$ cat config.mk
export PLATFORM = sky130hd
export DESIGN_NAME = reject_tracker
export DESIGN_NICKNAME = d
export VERILOG_FILES = /design/src/rtl/reject_pkg.sv /design/src/rtl/rt_entry_arbiter.sv /design/src/rtl/rt_track_shreg.sv /design/src/rtl/rt_reject_latch.sv /design/src/rtl/reject_tracker.sv
export SDC_FILE = /design/constraint.sdc
export NUM_CORES = 1
export LEC_CHECK = 0
export ABC_CLOCK_PERIOD_IN_PS = 800
export BUFFER_PORTS_ARGS = -buffer_cell sky130_fd_sc_hd__buf_2
export CORE_AREA = 3 3 40 42
export DETAILED_ROUTE_END_ITERATION = 6
export DIE_AREA = 0 0 43 45
export PLACE_DENSITY_LB_ADDON = 0.2
export SLEW_MARGIN = 20
export SYNTH_ARGS = -nofsm -noshare
export SYNTH_HDL_FRONTEND = slang
export SYNTH_SLANG_ARGS = --single-unit
export TNS_END_PERCENT = 100
$ cat constraint.sdc
create_clock -name clk -period 0.8 [get_ports clk]
set_input_delay 0.04 -clock clk [delete_from_list [all_inputs] [get_ports clk]]
set_output_delay 0.04 -clock clk [all_outputs]
set_load 0.01 [all_outputs]
$ cat src/rtl/reject_pkg.sv
// Package reject_pkg
// Shared control type for the reject tracker. The arbiter builds one
// control word each cycle, and the tracking register consumes it.
package reject_pkg;

    // Per-cycle update request for the tracking register.
    typedef struct packed {
        logic clear;  // empty every stage
        logic shift;  // advance by one stage
        logic enter;  // write a 1 into stage 0 after any shift
    } trk_ctl_t;

endpackage

$ cat src/rtl/rt_entry_arbiter.sv
// Module rt_entry_arbiter
// Orders the requests that act on the tracking register.
// - Reset and clear win over everything else.
// - A fault entry that meets a shift is deferred to after the shift.
// Assumes all inputs are single-cycle synchronous pulses.
module rt_entry_arbiter
    import reject_pkg::*;
(
    input  logic     rst_n,
    input  logic     clr_i,
    input  logic     fault_i,
    input  logic     move_i,
    output trk_ctl_t ctl_o
);

    logic clear_req;

    // Combine the reset and the clear into one clear request.
    always_comb clear_req = !rst_n || clr_i;

    // Build the control word, with clear masking the other requests.
    always_comb begin
        ctl_o.clear = clear_req;
        ctl_o.shift = move_i && !clear_req;
        ctl_o.enter = fault_i && !clear_req;
    end

endmodule

$ cat src/rtl/rt_track_shreg.sv
// Module rt_track_shreg
// Tracking shift register, one flop per conveyor position.
// - Stage 0 is the entry point; a bit shifted out of the top stage is lost.
// - When enter and shift coincide, stage 0 takes the new 1 after the shift.
// Assumes that ctl_i is already prioritised by the arbiter.
module rt_track_shreg
    import reject_pkg::*;
#(
    parameter int DEPTH = 8
) (
    input  logic             clk,
    input  trk_ctl_t         ctl_i,
    output logic [DEPTH-1:0] q_o
);

    logic [DEPTH-1:0] q;

    // Entry stage: clear, then a new entry, then a shifted-in 0, then hold.
    always_ff @(posedge clk) begin
        if (ctl_i.clear)      q[0] <= 1'b0;
        else if (ctl_i.enter) q[0] <= 1'b1;
        else if (ctl_i.shift) q[0] <= 1'b0;
    end

    // Downstream stages: each one takes its upstream neighbour on a shift.
    for (genvar i = 1; i < DEPTH; i++) begin : g_stage
        always_ff @(posedge clk) begin
            if (ctl_i.clear)      q[i] <= 1'b0;
            else if (ctl_i.shift) q[i] <= q[i-1];
        end
    end

    // Drive the register contents out.
    always_comb q_o = q;

endmodule

$ cat src/rtl/rt_reject_latch.sv
// Module rt_reject_latch
// Reject command with a removal acknowledge.
// - Removal confirmation sets the acknowledge, which masks the command.
// - Any move clears the acknowledge; a move wins over a removal.
// Assumes that flag_i comes from a register, so reject_o has no input path.
module rt_reject_latch (
    input  logic clk,
    input  logic clear_i,
    input  logic move_i,
    input  logic removed_i,
    input  logic flag_i,
    output logic reject_o
);

    logic ack_q;

    // Acknowledge flag: cleared by clear or a move, set by a removal.
    always_ff @(posedge clk) begin
        if (clear_i || move_i) ack_q <= 1'b0;
        else if (removed_i)    ack_q <= 1'b1;
    end

    // Command is up when a flagged item sits at the reject point and has not been acknowledged.
    always_comb reject_o = flag_i && !ack_q;

endmodule

$ cat src/rtl/reject_tracker.sv
// Module reject_tracker
// Top of the conveyor reject tracker.
// - Tracks flagged items through DEPTH positions.
// - Commands an ejection at position REJECT_STAGE, counted from 1.
// Assumes synchronous single-cycle input pulses and a synchronous active-low reset.
module reject_tracker
    import reject_pkg::*;
#(
    parameter int DEPTH        = 8,
    parameter int REJECT_STAGE = 5
) (
    input  logic             clk,
    input  logic             rst_n,
    input  logic             clr_i,
    input  logic             fault_i,
    input  logic             move_i,
    input  logic             removed_i,
    output logic             reject_o,
    output logic [DEPTH-1:0] track_o
);

    localparam int RIDX = REJECT_STAGE - 1;

    trk_ctl_t ctl;

    // Reject the parameter combinations that cannot work.
    initial begin
        if (REJECT_STAGE < 2 || REJECT_STAGE > DEPTH)
            $error("reject_tracker: REJECT_STAGE must lie in 2..DEPTH");
    end

    rt_entry_arbiter u_arb (
        .rst_n   (rst_n),
        .clr_i   (clr_i),
        .fault_i (fault_i),
        .move_i  (move_i),
        .ctl_o   (ctl)
    );

    rt_track_shreg #(.DEPTH(DEPTH)) u_trk (
        .clk   (clk),
        .ctl_i (ctl),
        .q_o   (track_o)
    );

    rt_reject_latch u_rej (
        .clk       (clk),
        .clear_i   (ctl.clear),
        .move_i    (ctl.shift),
        .removed_i (removed_i),
        .flag_i    (track_o[RIDX]),
        .reject_o  (reject_o)
    );

endmodule

==> qor.yml <==
cts.root.buffer_cell: "clkbuf_4"
p_switching_mw: 0.1891
fin_util: 0.3963
synth-simple-area-share: 0.2014
routedWlPerCell_um: 9.179
rows: 13
top_usage_layer: "met2"
vias_per_cell: 3.970
path_cells: "nor2b_4 > buf_6"
synth_xor_area_frac: 0
grt_use_met1: 0.07299
tritoncts: "done"
grt_pass1_wl_um: 959
clk_pin_slew_ps: 60
ys_seq_elements: 9
via_count: 266
drive_gt1_frac: 0.6538
antenna_found_initial: 0
synth_edf_count: 0
clock-skew-final_ps: 5.506
hp-class: "in -> reg"
synthCells: 33
r2r_setup_slack_ps: 50
failed_checks: "setup timing"
overflow: 0
grt_pass1_vias: 231
die_x_um: 43
slowest_delay_ps: 330
ant_nets: 0
power_mw: 0.8604
worst_ep_arrival_time_ps: 820
multi_input_area_um2: 160.2
synth_compound_gate_area_share: 0.02389
grt_use_met3: 0.05179
synth_top_cell_by_area: "dfxtp_1"
grt_usage: 0.07435
synth_top_family_by_area: "simple AND/OR/NAND/NOR gates"
comb_power_share: 0.076
regToRegEndpoint: "u_trk.q_o[1]"
synthArstFlopShare: 0
crit_path_end_kind: "output pin"
fin_crit_ps: 863.1
synth_area_um2: 366.6
drc: 0
maxSlewHeadroom: 0.8394
num-fill-cells: 133
slew_viol_final: 0
initial_core_util: 0.2853
start_kind: "register"
synth.mux.area_fraction: 0.1911
dp_hpwl_um: 470.1
cts_sinks: 9
crit_fanout: 3
rsz0062_at_grt: "yes"
die-area_um2: 1935
place_congestion: 0.6559
firstDrtPassIters: 4
grt_max_degree: 10
p_int_mw: 0.6713
synth_top_area_frac: 0.4915
slowest_stage: "dfxtp_2"
cp-endpoint: "reject_o"
irDropWorstVdd_mv: 0.6539
fin_tns_setup_ps: -63.09
pwr-share-clk: 0.394
status: "complete, but fails checks"
portBuffers: 14
cts_buffer_depth: 2
holdWs_ps: 22.42
cellLeakagePower_nw: 0.2581
drtIter0Drc: 3
clock_latency_ps: 260
n_antenna_cell: 0
regArea_um2: 190.2
power_per_cell_area_nw_per_um2: 1690
fmax_mhz: 1159
cp_data_required_time_ps: 760
rr_startpoint: "u_trk.q_o[0]"
synthAdderAreaFrac: 0
syn_avg_cell_area_um2: 11.11
hold_violations: 0
cts_buffers: 3
startpoint: "u_trk.q_o[4]"
num_io_pins: 15
synth_fp_nets: 39
fin_crit_sh: 1.079
synthFlopType: "dfxtp_1"
num-nets-final: 59
coreArea_um2: 1285
h-tree-depth: 1
fp.dieH_um: 45
yosysSeqAreaShare: 0.4915
swShare: 0.2198
setup_ws_ps: -63.09
worstSetupPathType: "reg -> out"
seq_power_share: 0.530
synthTopCellsByArea: "dfxtp_1 49%, mux2i_1 19%, nor2_1 8.2%, nand2b_4 7.5%, buf_6 6.1%"
syn_to_final_growth_pct: 38.91
drv_cap: 0
gr-usage-met2: 0.09281
synth.most_common_cell: "dfxtp_1"
ys.warnings.count: 0
synth_common_cells: "9 x dfxtp_1, 8 x nor2_1, 7 x mux2i_1, 2 x buf_6, 2 x nand2b_4"
setup_viol: 1
ys_types: 10
worst_pin_slew_ps: 240.9
wl_um: 615
reg2reg_depth: 3
[metrics by stage]
stage               worst slack, ps  cell area (um2)  std cells
finish                       -63.09            509.2         67
global route                 -108.9            509.2         67
CTS                          -98.79            484.2         66
detailed placement            126.4            425.4         59
global placement              148.7            425.4         59
floorplan                     152.3            366.6         33
[routing by layer]
| metal | vias to the layer above | share of wire |
|---|---|---|
| met4 | 0 | 0 |
| met2 | 9 | 0.48 |
| met5 | - | 0 |
| li1 | 143 | - |
| met3 | 0 | 0.088 |
| met1 | 114 | 0.43 |
[cells in the final DEF, fill, tap and decap left out]
| cell | instances |
|---|---|
| buf_2 | 13 |
| dfxtp_1 | 1 |
| nor2b_4 | 1 |
| nor2_1 | 8 |
| clkbuf_4 | 3 |
| nand2b_4 | 2 |
| clkinv_2 | 1 |
| mux2i_1 | 7 |
| a21oi_2 | 1 |
| dfxtp_2 | 8 |
| buf_6 | 1 |
| buf_4 | 3 |
| nor3_2 | 1 |
| dlygate4sd3_1 | 1 |
| inv_1 | 1 |
[how the worst min path moves through the flow]
stage,cells past startpoint,start,to
6_report,3,removed_i,u_rej.ack_q
5_1_grt,3,removed_i,u_rej.ack_q
4_1_cts,3,removed_i,u_rej.ack_q
3_5_place_dp,3,fault_i,u_trk.q_o[0]
3_3_place_gp,3,removed_i,u_rej.ack_q
2_1_floorplan,2,fault_i,u_trk.q_o[0]
[critical path, delay by kind of cell (launching register included)]
kind	cells	cell delay, ps
buffers and inverters	1	100
AND/OR/NAND/NOR	1	130
flip-flops	1	330
[flip-flops by register name (all words and copies together) (netlist names)]
signal and count:
u_trk.q_o 8, u_rej.ack_q 1
[cell type report]
class	count	share of cell area
Clock buffer	3	0.04423
Tap cell	15	0.03686
Clock inverter	1	0.009828
Multi-Input combinational cell	20	0.3145
Timing Repair Buffer	18	0.2138
Inverter	1	0.007371
Sequential cell	9	0.3735
[logic make-up after synthesis]
group,Yosys count
AOI/OAI and AO/OA,1
and+or+nand+nor,12
DFF,9
buffers and inverters,4
muxes,7
[power groups by stage]
stage	registers (mW)	logic (mW)	clock network, mW
after floorplan	0.468	0.0461	0
after global placement	0.466	0.0559	0
after detailed placement	0.467	0.0575	0
after CTS	0.455	0.0662	0.366
after global routing	0.456	0.0717	0.378
final	0.456	0.0653	0.339
[repair_timing]
item	CTS	global route
endpoints found under the hold margin	1	0
endpoints found under the setup margin	6	5
hold buffers	1	0
buffers inserted	2	1
cloned	0	0
gates resized for setup	5	5
(Power assumes the default switching activity.)
